[src/rtl/dipc_pkg.sv]
package dipc_pkg;
    localparam int INSN_W  = 32;
    localparam int NPOS    = 2;
    localparam int PKT_W   = NPOS * INSN_W;
    localparam int CLS_W   = 4;
    localparam int REG_W   = 5;
    localparam int NSRC    = 2;
    localparam int CLS_LSB = INSN_W - CLS_W;
    localparam int DST_LSB = CLS_LSB - REG_W;
    localparam int SA_LSB  = DST_LSB - REG_W;
    localparam int SB_LSB  = SA_LSB - REG_W;

    localparam logic [CLS_W-1:0] K_INT_OP  = 4'd0;
    localparam logic [CLS_W-1:0] K_INT_LD  = 4'd1;
    localparam logic [CLS_W-1:0] K_FP_LD   = 4'd2;
    localparam logic [CLS_W-1:0] K_INT_ST  = 4'd3;
    localparam logic [CLS_W-1:0] K_FP_ST   = 4'd4;
    localparam logic [CLS_W-1:0] K_FP_NOP  = 4'd15;

    // One architectural register reference; en=0 means "no register".
    typedef struct packed {
        logic             en;
        logic             fp;
        logic [REG_W-1:0] idx;
    } reg_ref_t;

    typedef struct packed {
        logic                      fp_type;
        logic                      is_load;
        reg_ref_t                  dst;
        reg_ref_t [NSRC-1:0]       src;
    } dec_t;

    typedef struct packed {
        logic                      hold_v;
        logic [INSN_W-1:0]         hold_insn;
        reg_ref_t [NPOS-1:0]       shadow;
    } state_t;

    // Integer register 0 is constant, so it never forms a reference.
    function automatic reg_ref_t mk_ref(input logic fp, input logic [REG_W-1:0] idx);
        reg_ref_t r;
        r.en  = fp | (idx != '0);
        r.fp  = fp;
        r.idx = idx;
        return r;
    endfunction

    function automatic reg_ref_t load_ref(input dec_t d);
        return d.is_load ? d.dst : reg_ref_t'('0);
    endfunction
endpackage

[src/rtl/pc_decode.sv]
module pc_decode
    import dipc_pkg::*;
(
    input  logic [INSN_W-1:0] insn,
    output dec_t              dec
);
    logic [CLS_W-1:0] cls;
    logic [REG_W-1:0] f_dst;
    logic [REG_W-1:0] f_sa;
    logic [REG_W-1:0] f_sb;
    logic             unused_low;

    assign cls        = insn[CLS_LSB +: CLS_W];
    assign f_dst      = insn[DST_LSB +: REG_W];
    assign f_sa       = insn[SA_LSB  +: REG_W];
    assign f_sb       = insn[SB_LSB  +: REG_W];
    assign unused_low = ^insn[SB_LSB-1:0];

    always_comb begin
        dec         = '0;
        dec.fp_type = cls[CLS_W-1];
        case (cls)
            K_INT_OP: begin
                dec.dst    = mk_ref(1'b0, f_dst);
                dec.src[0] = mk_ref(1'b0, f_sa);
                dec.src[1] = mk_ref(1'b0, f_sb);
            end
            K_INT_LD: begin
                dec.is_load = 1'b1;
                dec.dst     = mk_ref(1'b0, f_dst);
                dec.src[0]  = mk_ref(1'b0, f_sa);
            end
            K_FP_LD: begin
                dec.is_load = 1'b1;
                dec.dst     = mk_ref(1'b1, f_dst);
                dec.src[0]  = mk_ref(1'b0, f_sa);
            end
            K_INT_ST: begin
                dec.src[0] = mk_ref(1'b0, f_sa);
                dec.src[1] = mk_ref(1'b0, f_sb);
            end
            K_FP_ST: begin
                dec.src[0] = mk_ref(1'b0, f_sa);
                dec.src[1] = mk_ref(1'b1, f_sb);
            end
            K_FP_NOP: begin
                dec.dst = '0;
            end
            default: begin
                if (cls[CLS_W-1]) begin
                    dec.dst    = mk_ref(1'b1, f_dst);
                    dec.src[0] = mk_ref(1'b1, f_sa);
                    dec.src[1] = mk_ref(1'b1, f_sb);
                end
            end
        endcase
    end
endmodule

[config.mk]
export PLATFORM = sky130hd
export DESIGN_NAME = pc_decode
export DESIGN_NICKNAME = d
export VERILOG_FILES = /design/src/rtl/dipc_pkg.sv /design/src/rtl/pc_decode.sv
export SDC_FILE = /design/constraint.sdc
export NUM_CORES = 1
export LEC_CHECK = 0
export ABC_AREA = 1
export BUFFER_PORTS_ARGS = -buffer_cell sky130_fd_sc_hd__buf_4
export CELL_PAD_IN_SITES_DETAIL_PLACEMENT = 0
export CELL_PAD_IN_SITES_GLOBAL_PLACEMENT = 1
export CORE_MARGIN = 5
export CORE_UTILIZATION = 14
export DETAILED_ROUTE_END_ITERATION = 8
export PLACE_DENSITY_LB_ADDON = 0.1
export SETUP_SLACK_MARGIN = 0.4
export SKIP_LAST_GASP = 1
export SYNTH_ARGS = -nofsm -noshare
export SYNTH_HDL_FRONTEND = slang
export SYNTH_SLANG_ARGS = --single-unit
[constraint.sdc]
create_clock -name vclk -period 0.8
set_input_delay 0.04 -clock vclk [all_inputs]
set_output_delay 0.04 -clock vclk [all_outputs]
set_load 0.03 [all_outputs]
==> impl_metrics.tcl <==
set metrics [dict create \
    track_usage_pct 9.30 \
    synthesis.nets 106 \
    fill_cells 225 \
    fin_crit_sh_pct 111 \
    critPathMostFrequentCell "nor2_4" \
    hp-class "in -> out" \
    p_int_w 0.000382 \
    syn_to_final_growth_pct 250 \
    critical_path_class "in -> out" \
    drv_slew 0 \
    drt-total-wl_um 1490 \
    num_io_pins 55 \
    drive_above_1_share_pct 78.9 \
    grt_pass1_vias 615 \
    fin_nets 162 \
    ant_nets 0 \
    cp-end-kind "output pin" \
    wl_per_cell_um 9.53 \
    grt_max_degree 6 \
    gp_routability_congestion 0.793 \
    regArea_um2 0 \
    path_max_fanout 5 \
    cp_data_arrival_time_ns 0.85 \
    rsz0062_at_grt "true" \
    antenna_found_initial 0 \
    p_sw_w 0.000437 \
    die_w_um 57.6 \
    vdd_ir_drop_max_uv 339 \
    violations "setup timing" \
    hold_violations 0 \
    critPathMaxStageDelay_ns 0.14 \
    nFlopsAndLatches 0 \
    min_path_cells 2 \
    dp_hpwl_um 1230 \
    synth_top_area_share_pct 22.5 \
    initial_utilization_pct 14.4 \
    p_leak_nw 0.576 \
    drc 0 \
    num_vias 603 \
    ys_top_cells_by_area "nor2_1, nand2_1, inv_1" \
    yosysSeqAreaShare_pct 0 \
    p_seq_share_pct 0 \
    critPathRequiredTime_ns 0.76 \
    cap_violations 0 \
    cp-start-kind "input pin" \
    chipHeight_um 57.6 \
    rows 17 \
    overflow 0 \
    ys_warn_count 0 \
    clkPwrFrac_pct 0 \
    drt_iter0_markers 3 \
    setup_ws_ns -0.0857 \
    crit_slowest_cell "nor2_4" \
    max_slew_margin_pct 89.2 \
    n_antenna_cell 0 \
    synth_area_um2 317 \
    finalPower_w 0.000819 \
    tightest_slew_ns 0.162 \
    setup_viol 16 \
    setup_tns_ns -0.863 \
    portBuffers 42 \
    yosysMostFrequentCell "nor2_1" \
    grt_pass1_wl_um 2590 \
    synth_top_cell_by_area "nor2_1" \
    holdBufCountCts 0 \
    dr.pass1.iters 2 \
    clock_buffers 0 \
    netlist_instances 74 \
    pwr-share-comb_pct 100.0 \
    switching_share_pct 53.4 \
    power_density_nw_per_um2 739 \
    avgSynthCellArea_um2 4.28 \
    core_um2 2190 \
    die_area_um2 3310 \
    synth.distinct_cells 12 \
    timing.fmax_mhz 1130 \
    viasPerCell 3.87 \
    path_cells "buf_12 > nor2_4 > nand2_2 > nand2_4 > nor2_4 > buf_12 > nor2_4 > buf_6" \
    final.min_clock_period_ns 0.886 \
    ys_top_cells_by_count "nor2_1, nand2_1, inv_1" \
    outcome "finished, violations left" \
]
layer usage:
metal  GRT usage [%]  share of wire, %  up-vias
li1                -                 -      327
met1            11.6                37      256
met2            18.5                56       20
met3               0               6.9        0
met4               0                 0        0
met5               0                 0        -
per-stage QoR:
stage	hold WS, ns	worst slack, ns	cells	util [%]	instance area, um^2
final	0.332	-0.0857	156	50.6	1110
after global routing	0.340	-0.122	156	50.6	1110
after CTS	0.349	-0.0791	156	49.5	1080
after detailed placement	0.385	-0.140	154	41.9	918
after global placement	0.381	-0.127	154	41.9	918
after floorplan	0.212	0.0416	74	-	480
cell families (layout without fill, tap and decap cells):
family,after synthesis,count (layout),share of synthesized area [%]
compound gates,2,2,4.35
buf+inv,20,74,24.9
simple gates,52,52,70.7
worst max-delay path: cells and delay by family:
family        cells  cell delay (ns)
buf+inv           3             0.37
simple gates      5             0.43
power groups by stage:
stage	clock network, W	logic [W]	registers [W]
finish	0	0.000819	0
global route	0	0.000872	0
CTS	0	0.000814	0
detailed placement	0	0.000702	0
global placement	0	0.000700	0
floorplan	0	0.000396	0
worst paths after layout:
kind	startpoint	to	slack [ns]
worst max-delay path	insn[30]	dec[9]	-0.09
worst min-delay path	insn[31]	dec[22]	0.33
cell type report:
class	instances	area, um^2	area share [%]
repair buffers	55	549	49.5
well taps	28	35.0	3.16
multi-input cells	54	448	40.4
inverters	19	76.3	6.88
cells in the final DEF, fill, tap and decap left out:
cell type	count
inv_6	1
buf_4	29
nor2_1	5
nand3_4	1
nand2_1	8
nor2_4	16
inv_1	10
nand2_2	9
nand2_8	1
nand3b_1	1
inv_2	8
nand3_2	2
nand3_1	3
o21ai_2	2
nand2_4	4
buf_8	1
nor3_2	2
buf_6	21
buf_12	4
repair_timing:
item / 4_1_cts / 5_1_grt
resized for setup: 41 / 6
buffers inserted: 2 / 0
pin swaps: 10 / 5
setup endpoints to repair: 22 / 22
Note: power is estimated with default switching activity, not from simulation.
